### config.mk
export PLATFORM = sky130hd
export DESIGN_NAME = trace_msg_serializer
export DESIGN_NICKNAME = d
export VERILOG_FILES = /design/src/rtl/trace_ser_pkg.sv /design/src/rtl/trace_req_fifo.sv /design/src/rtl/trace_beat_shifter.sv /design/src/rtl/trace_msg_serializer.sv
export SDC_FILE = /design/constraint.sdc
export NUM_CORES = 1
export LEC_CHECK = 0
export BUFFER_PORTS_ARGS = -buffer_cell sky130_fd_sc_hd__clkbuf_2
export CAP_MARGIN = 20
export CORE_MARGIN = 4
export CORE_UTILIZATION = 57
export DETAILED_ROUTE_END_ITERATION = 6
export PLACE_DENSITY = 0.75
export SLEW_MARGIN = 20
export SYNTH_ARGS = -nofsm -noshare
export SYNTH_HDL_FRONTEND = slang
export SYNTH_SLANG_ARGS = --single-unit
### constraint.sdc
create_clock -name clk -period 8 [get_ports clk]
set_clock_uncertainty 0.1 [all_clocks]
set_input_delay 0.8 -clock clk [delete_from_list [all_inputs] [get_ports clk]]
set_output_delay 0.8 -clock clk [all_outputs]
set_load 0.01 [all_outputs]
### src/rtl/trace_ser_pkg.sv
package trace_ser_pkg;

  localparam int TCODE_W  = 6;
  localparam int SRC_W    = 4;
  localparam int CNT_W    = 8;
  localparam int CNT_IN_W = 16;
  localparam int ADDR_W   = 32;
  localparam int ECODE_W  = 8;

  localparam int HDR_W     = TCODE_W + SRC_W;
  localparam int FRAME_W   = HDR_W + CNT_W + ADDR_W;
  localparam int MAX_BEATS = FRAME_W / 2;
  localparam int BEAT_W    = $clog2(MAX_BEATS + 1);

  localparam logic [TCODE_W-1:0] TC_DIRECT  = TCODE_W'(3);
  localparam logic [TCODE_W-1:0] TC_ERROR   = TCODE_W'(8);
  localparam logic [TCODE_W-1:0] TC_INDSYNC = TCODE_W'(12);
  localparam logic [ECODE_W-1:0] EC_OVERRUN = ECODE_W'(1);

  typedef enum logic [1:0] {
    MK_DIRECT  = 2'd0,
    MK_ERROR   = 2'd1,
    MK_INDSYNC = 2'd2,
    MK_RSVD    = 2'd3
  } msg_kind_e;

  typedef struct packed {
    msg_kind_e           kind;
    logic [SRC_W-1:0]    src;
    logic [CNT_W-1:0]    icnt;
    logic [ADDR_W-1:0]   addr;
    logic [ECODE_W-1:0]  ecode;
  } trace_req_t;

  localparam int REQ_W = $bits(trace_req_t);

  // Clamp a wide instruction count into the packet field.
  function automatic logic [CNT_W-1:0] sat_icnt(input logic [CNT_IN_W-1:0] raw);
    if (raw[CNT_IN_W-1:CNT_W] != '0) return '1;
    return raw[CNT_W-1:0];
  endfunction

  function automatic logic [TCODE_W-1:0] tcode_of(input msg_kind_e k);
    case (k)
      MK_ERROR:   return TC_ERROR;
      MK_INDSYNC: return TC_INDSYNC;
      default:    return TC_DIRECT;
    endcase
  endfunction

  // Packet length in two-bit beats.
  function automatic logic [BEAT_W-1:0] beats_of(input msg_kind_e k);
    case (k)
      MK_ERROR:   return BEAT_W'((HDR_W + ECODE_W) / 2);
      MK_INDSYNC: return BEAT_W'((HDR_W + CNT_W + ADDR_W) / 2);
      default:    return BEAT_W'((HDR_W + CNT_W) / 2);
    endcase
  endfunction

  // Field layout, bit 0 leaves first.
  function automatic logic [FRAME_W-1:0] build_frame(input trace_req_t r);
    logic [FRAME_W-1:0] f;
    f = '0;
    f[TCODE_W-1:0]      = tcode_of(r.kind);
    f[TCODE_W +: SRC_W] = r.src;
    if (r.kind == MK_ERROR) begin
      f[HDR_W +: ECODE_W] = r.ecode;
    end else begin
      f[HDR_W +: CNT_W] = r.icnt;
      if (r.kind == MK_INDSYNC) f[HDR_W + CNT_W +: ADDR_W] = r.addr;
    end
    return f;
  endfunction

endpackage

### src/rtl/trace_req_fifo.sv
module trace_req_fifo #(
  parameter int DEPTH = 4,
  parameter int W     = 8
) (
  input  logic         clk,
  input  logic         rst_n,
  input  logic         push,
  input  logic         pop,
  input  logic [W-1:0] wr_data,
  output logic [W-1:0] rd_data,
  output logic         full,
  output logic         empty
);
  localparam int PTR_W = (DEPTH > 1) ? $clog2(DEPTH) : 1;
  localparam int OCC_W = $clog2(DEPTH + 1);

  logic [W-1:0]     mem [DEPTH];
  logic [PTR_W-1:0] wr_ptr, rd_ptr;
  logic [OCC_W-1:0] occ;
  logic             do_push, do_pop;

  assign full    = (occ == OCC_W'(DEPTH));
  assign empty   = (occ == '0);
  assign do_push = push && !full;
  assign do_pop  = pop && !empty;
  assign rd_data = mem[rd_ptr];

  function automatic logic [PTR_W-1:0] bump(input logic [PTR_W-1:0] p);
    return (p == PTR_W'(DEPTH - 1)) ? '0 : p + 1'b1;
  endfunction

  always_ff @(posedge clk) begin
    if (do_push) mem[wr_ptr] <= wr_data;
  end

  always_ff @(posedge clk) begin
    if (!rst_n) begin
      wr_ptr <= '0;
      rd_ptr <= '0;
      occ    <= '0;
    end else begin
      if (do_push) wr_ptr <= bump(wr_ptr);
      if (do_pop)  rd_ptr <= bump(rd_ptr);
      case ({do_push, do_pop})
        2'b10:   occ <= occ + 1'b1;
        2'b01:   occ <= occ - 1'b1;
        default: occ <= occ;
      endcase
    end
  end

  p_occ_bound_r9: assert property (@(posedge clk) disable iff (!rst_n)
    occ <= OCC_W'(DEPTH));

  p_no_overflow_r9: assert property (@(posedge clk) disable iff (!rst_n)
    (push && full && !pop) |=> (occ == OCC_W'(DEPTH)));

endmodule

### src/rtl/trace_beat_shifter.sv
module trace_beat_shifter
  import trace_ser_pkg::*;
(
  input  logic               clk,
  input  logic               rst_n,
  input  logic               load,
  input  logic [FRAME_W-1:0] frame,
  input  logic [BEAT_W-1:0]  nbeats,
  output logic               busy,
  output logic [1:0]         mdo,
  output logic               mseo
);
  logic [FRAME_W-1:0] shreg;
  logic [BEAT_W-1:0]  left;
  logic               last_beat;

  assign last_beat = busy && (left == BEAT_W'(1));
  assign mdo       = busy ? shreg[1:0] : 2'b00;
  assign mseo      = !busy || last_beat;

  always_ff @(posedge clk) begin
    if (!rst_n) begin
      busy  <= 1'b0;
      shreg <= '0;
      left  <= '0;
    end else if (load && !busy) begin
      busy  <= 1'b1;
      shreg <= frame;
      left  <= nbeats;
    end else if (busy) begin
      shreg <= shreg >> 2;
      left  <= left - 1'b1;
      if (left == BEAT_W'(1)) busy <= 1'b0;
    end
  end

  p_load_when_idle_r12: assert property (@(posedge clk) disable iff (!rst_n)
    load |-> !busy);

  p_end_then_idle_r12: assert property (@(posedge clk) disable iff (!rst_n)
    last_beat |=> !busy);

  p_start_code_r2: assert property (@(posedge clk) disable iff (!rst_n)
    $rose(busy) |-> (shreg[TCODE_W-1:0] == TC_DIRECT || shreg[TCODE_W-1:0] == TC_ERROR ||
                     shreg[TCODE_W-1:0] == TC_INDSYNC));

  p_start_len_r6: assert property (@(posedge clk) disable iff (!rst_n)
    $rose(busy) |-> (left == beats_of(MK_DIRECT) || left == beats_of(MK_INDSYNC)));

endmodule

### src/rtl/trace_msg_serializer.sv
module trace_msg_serializer
  import trace_ser_pkg::*;
#(
  parameter int QDEPTH = 4
) (
  input  logic                clk,
  input  logic                rst_n,
  input  logic                req_valid,
  input  logic [1:0]          req_kind,
  input  logic [SRC_W-1:0]    req_src,
  input  logic [CNT_IN_W-1:0] req_icnt,
  input  logic [ADDR_W-1:0]   req_addr,
  input  logic [ECODE_W-1:0]  req_ecode,
  output logic [1:0]          mdo,
  output logic                mseo
);
  trace_req_t         req_in, head, ovr_req, sel_req;
  logic [REQ_W-1:0]   head_bits;
  logic               req_ok, fifo_push, fifo_pop, fifo_full, fifo_empty;
  logic               drop_evt, ovr_pending, load, load_ovr, busy;
  logic [SRC_W-1:0]   ovr_src;
  logic [FRAME_W-1:0] frame_sel;
  logic [BEAT_W-1:0]  beats_sel;

  always_comb begin
    req_in.kind  = msg_kind_e'(req_kind);
    req_in.src   = req_src;
    req_in.icnt  = sat_icnt(req_icnt);
    req_in.addr  = req_addr;
    req_in.ecode = req_ecode;
  end

  assign req_ok    = req_valid && (req_in.kind != MK_RSVD);
  assign fifo_push = req_ok && !fifo_full;
  assign drop_evt  = req_ok && fifo_full;

  trace_req_fifo #(.DEPTH(QDEPTH), .W(REQ_W)) u_queue (
    .clk     (clk),
    .rst_n   (rst_n),
    .push    (fifo_push),
    .pop     (fifo_pop),
    .wr_data (req_in),
    .rd_data (head_bits),
    .full    (fifo_full),
    .empty   (fifo_empty)
  );

  assign head = trace_req_t'(head_bits);

  always_comb begin
    ovr_req.kind  = MK_ERROR;
    ovr_req.src   = ovr_src;
    ovr_req.icnt  = '0;
    ovr_req.addr  = '0;
    ovr_req.ecode = EC_OVERRUN;
  end

  assign load      = !busy && (ovr_pending || !fifo_empty);
  assign load_ovr  = load && ovr_pending;
  assign fifo_pop  = load && !ovr_pending;
  assign sel_req   = ovr_pending ? ovr_req : head;
  assign frame_sel = build_frame(sel_req);
  assign beats_sel = beats_of(sel_req.kind);

  // A drop in the cycle that launches the overrun packet arms a fresh one.
  always_ff @(posedge clk) begin
    if (!rst_n) begin
      ovr_pending <= 1'b0;
      ovr_src     <= '0;
    end else if (load_ovr) begin
      ovr_pending <= drop_evt;
      if (drop_evt) ovr_src <= req_src;
    end else if (drop_evt && !ovr_pending) begin
      ovr_pending <= 1'b1;
      ovr_src     <= req_src;
    end
  end

  trace_beat_shifter u_shift (
    .clk    (clk),
    .rst_n  (rst_n),
    .load   (load),
    .frame  (frame_sel),
    .nbeats (beats_sel),
    .busy   (busy),
    .mdo    (mdo),
    .mseo   (mseo)
  );

  p_ovr_armed_r9: assert property (@(posedge clk) disable iff (!rst_n)
    drop_evt |=> ovr_pending);

  p_single_err_r10: assert property (@(posedge clk) disable iff (!rst_n)
    (ovr_pending && !load_ovr) |=> (ovr_pending && $stable(ovr_src)));

  p_rsvd_ignored_r11: assert property (@(posedge clk) disable iff (!rst_n)
    (req_valid && req_kind == 2'd3) |-> !fifo_push && !drop_evt);

endmodule

==> run_results.csv <==
group,metric,value,unit
run_status,outcome,"finished, final reports clean",
synthesis,yosys.area_share.simple,0.0441,
power,p_sw_frac,0.296,
cts,clkLatencyLatePin,0.52,ns
drt,detail_route.iter0.violations,617,
cts,htree_num_levels,1,
timing,max_slew.worst_pin.slew,1.07,ns
cells_and_area,num-nets-final,823,
drt,vias,6088,
die,die_x,149,microns
cts,post-cts-setup-buffers,0,
drt,ant_nets,0,
cts,clkSinkCount,286,
power,p_sw,1.25,mW
timing,fin_crit_sh,0.457,
drt,wire_per_inst,20.1,microns
critical_path,cpMaxStageDelayCell,"o2111a_2",
power,p_int,2.98,mW
die,start_util,0.579,
drt,dr.pass1.iters,5,
cts,max-clock-path-buffers,3,
critical_path,cp_data_arrival_time,4.00,ns
drt,drt_wl_total,20800,microns
power,comb_power_share,0.244,
synthesis,avgSynthCellArea,16.5,sq um
cts,cts_buffers,28,
cts,path_clk_slew,0.06,ns
synthesis,synthFlopType,"edfxtp_1",
place,dp_hpwl,12300,microns
synthesis,syn_area,11300,sq um
cts,cts_hold_buf,0,
synthesis,synth_compound_area_frac,0.0900,
cells_and_area,synthToLayoutAreaGrowth,12.3,%
global_routing,grt_pass1_wl,33500,microns
critical_path,slowest_delay,0.71,ns
cts,cts_tree,"done",
die,num_rows,51,
cts,ctsResizeCount,0,
synthesis,synth-xor-area-share,0.00233,
synthesis,ys_types,51,
critical_path,rr_worst_depth,8,
synthesis,syn_nets,758,
global_routing,antenna_found_initial,0,
synthesis,synth_edf_count,216,
critical_path,required,8.35,ns
die,dieArea,22100,sq um
timing,max_freq,274,MHz
cells_and_area,diodes,0,
synthesis,synth_top_cell_by_area,"edfxtp_1",
timing,finalMaxSlewViolations,0,
timing,fin_crit,3.66,ns
place,routabilityCongestion,0.775,
global_routing,grt_overflow_total,0,
synthesis,synth-adder-area-share,0.0129,
die,die-height,149,microns
run,cap_violations,0,
synthesis,synth_seq_cells,286,
power,p_seq_frac,0.457,
cells_and_area,drive_gt1_frac,0.244,
die,coreArea,19500,sq um
power,pwr-share-clk,0.298,
synthesis,synth_top_family_by_area,"multiplexers",
synthesis,synth.most_common_cell,"edfxtp_1",
synthesis,seq_area_frac_synth,0.700,
synthesis,yosys_warnings,0,
synthesis,yosysTopAreaCellShare,0.575,
synthesis,async_reset_ff_frac,0,
global_routing,grt_pass1_vias,6387,
critical_path,crit_type,"reg -> reg",
cts,root_buffer,"clkbuf_16",
synthesis,muxShareOfSynthArea,0.122,
timing,finalSetupViolCount,0,
drt,vias_per_cell,5.89,
critical_path,start_kind,"flip-flop",
synthesis,syn_inst,682,
critical_path,cp_max_fo,37,
timing,setup_total_negative_slack,0,ns
critical_path,cp-end-kind,"flip-flop",
power,ir_drop,0.000242,V
power,p_leak,4.22,nW
global_routing,grt_max_degree,71,
critical_path,crit_chain,"buf_4 -> mux4_2 -> or2_2 -> ha_1 -> nor2_1 -> o2111a_2 -> nand2_1 -> a21oi_1",
timing,maxSlewHeadroom,0.288,
timing,final-hold-violation-count,0,
min_path,hp-class,"reg -> reg",
die,io_pins,68,
synthesis,synth_common_cells,"edfxtp_1, dfxtp_1, o21ai_0",
power,powerDensity,334,nW/um^2
timing,rsz0062_at_grt,"no",
min_path,hold_depth,2,
power,power,4.23,mW
synthesis,synth_area_leaders,"edfxtp_1, dfxtp_1, mux4_2, mux4_1, o21ai_0",
global_routing,grt_use_total,0.192,
drt,drc,0,
place,placement.io_buffers,67,
registers in the layout, summed over array words and instances (netlist names), 2 cells and up, named ones only:
signal / cells
u_queue.rd_ptr: 2
u_queue.occ: 3
u_queue.mem: 216
u_shift.left: 5
u_shift.shreg: 50
u_queue.wr_ptr: 2
ovr_src: 4
per-stage QoR:
| step | utilization | setup WS, ns | area [sq um] | hold WS [ns] | std cells |
|---|---|---|---|---|---|
| floorplan | - | 4.68 | 11300 | 0.327 | 682 |
| detailed placement | 0.604 | 4.34 | 11800 | 0.353 | 982 |
| finish | 0.650 | 4.34 | 12700 | 0.363 | 1034 |
| global route | 0.650 | 4.09 | 12700 | 0.375 | 1034 |
| global placement | 0.604 | 4.50 | 11800 | 0.336 | 982 |
| CTS | 0.650 | 4.32 | 12700 | 0.366 | 1034 |
power groups by stage:
stage	sequential, mW	clock [mW]	combinational, mW
2_1_floorplan	1.89	0	0.859
3_3_place_gp	1.95	0	0.975
3_5_place_dp	1.96	0	1.03
4_1_cts	1.93	1.28	1.03
5_1_grt	1.95	1.35	1.15
6_report	1.93	1.26	1.03
final timing paths:
| kind | startpoint | end | slack (ns) |
|---|---|---|---|
| max | flip-flop | u_shift.shreg[39] | 4.34 |
| min reg2reg | u_shift.shreg[18] | u_shift.shreg[16] | 0.36 |
| min | u_shift.shreg[18] | u_shift.shreg[16] | 0.36 |
| max reg2reg | flip-flop | u_shift.shreg[39] | 4.34 |
cells by family (layout without fill, tap and decap cells):
family | after synthesis | count (layout)
xor gates and xnor gates | 3 | 3
AOI/OAI and AO/OA | 159 | 159
muxes | 64 | 64
adders and majority gates | 11 | 11
and+or+nand+nor | 101 | 101
DFF | 286 | 286
buffers and inverters | 58 | 145
cells in the final DEF, fill, tap and decap left out, drive strengths merged, types with 4 or more instances in the layout:
cell,Yosys,final
a21boi,7,7
a21oi,45,45
a221oi,4,4
a22oi,17,17
a31o,4,4
and2,9,9
buf,24,10
clkbuf,17,106
clkinv,0,8
dfxtp,70,70
edfxtp,216,216
ha,10,10
inv,17,18
mux2,4,4
mux2i,7,7
mux4,53,53
nand2,45,45
nor2,9,9
nor2b,14,14
nor3,4,4
o21ai,65,65
or2,10,10
layout make-up:
cell class | instances | area (sq um)
Sequential cell | 286 | 7890
Fill cell | 1338 | 6810
Multi-Input combinational cell | 338 | 3060
Clock buffer | 40 | 787
Timing Repair Buffer | 76 | 403
Tap cell | 265 | 332
Clock inverter | 12 | 110
Inverter | 17 | 63.8
metal layers:
| metal | vias up | share of wire | track usage |
|---|---|---|---|
| li1 | 2804 | - | - |
| met1 | 3034 | 0.43 | 0.269 |
| met2 | 215 | 0.49 | 0.316 |
| met3 | 35 | 0.065 | 0.0332 |
| met4 | 0 | 0.020 | 0.0540 |
| met5 | - | 0 | 0 |
critical path: cells and delay by family (launching register included):
kind / cells / cell delay (ns)
AO/OA/AOI/OAI: 2 / 0.90
multiplexers: 1 / 0.37
buffers and inverters: 1 / 0.55
flip-flops: 1 / 0.63
AND/OR/NAND/NOR: 3 / 0.64
adder cells (fa/ha/maj): 1 / 0.36
Note: power is estimated with default switching activity, not from simulation.
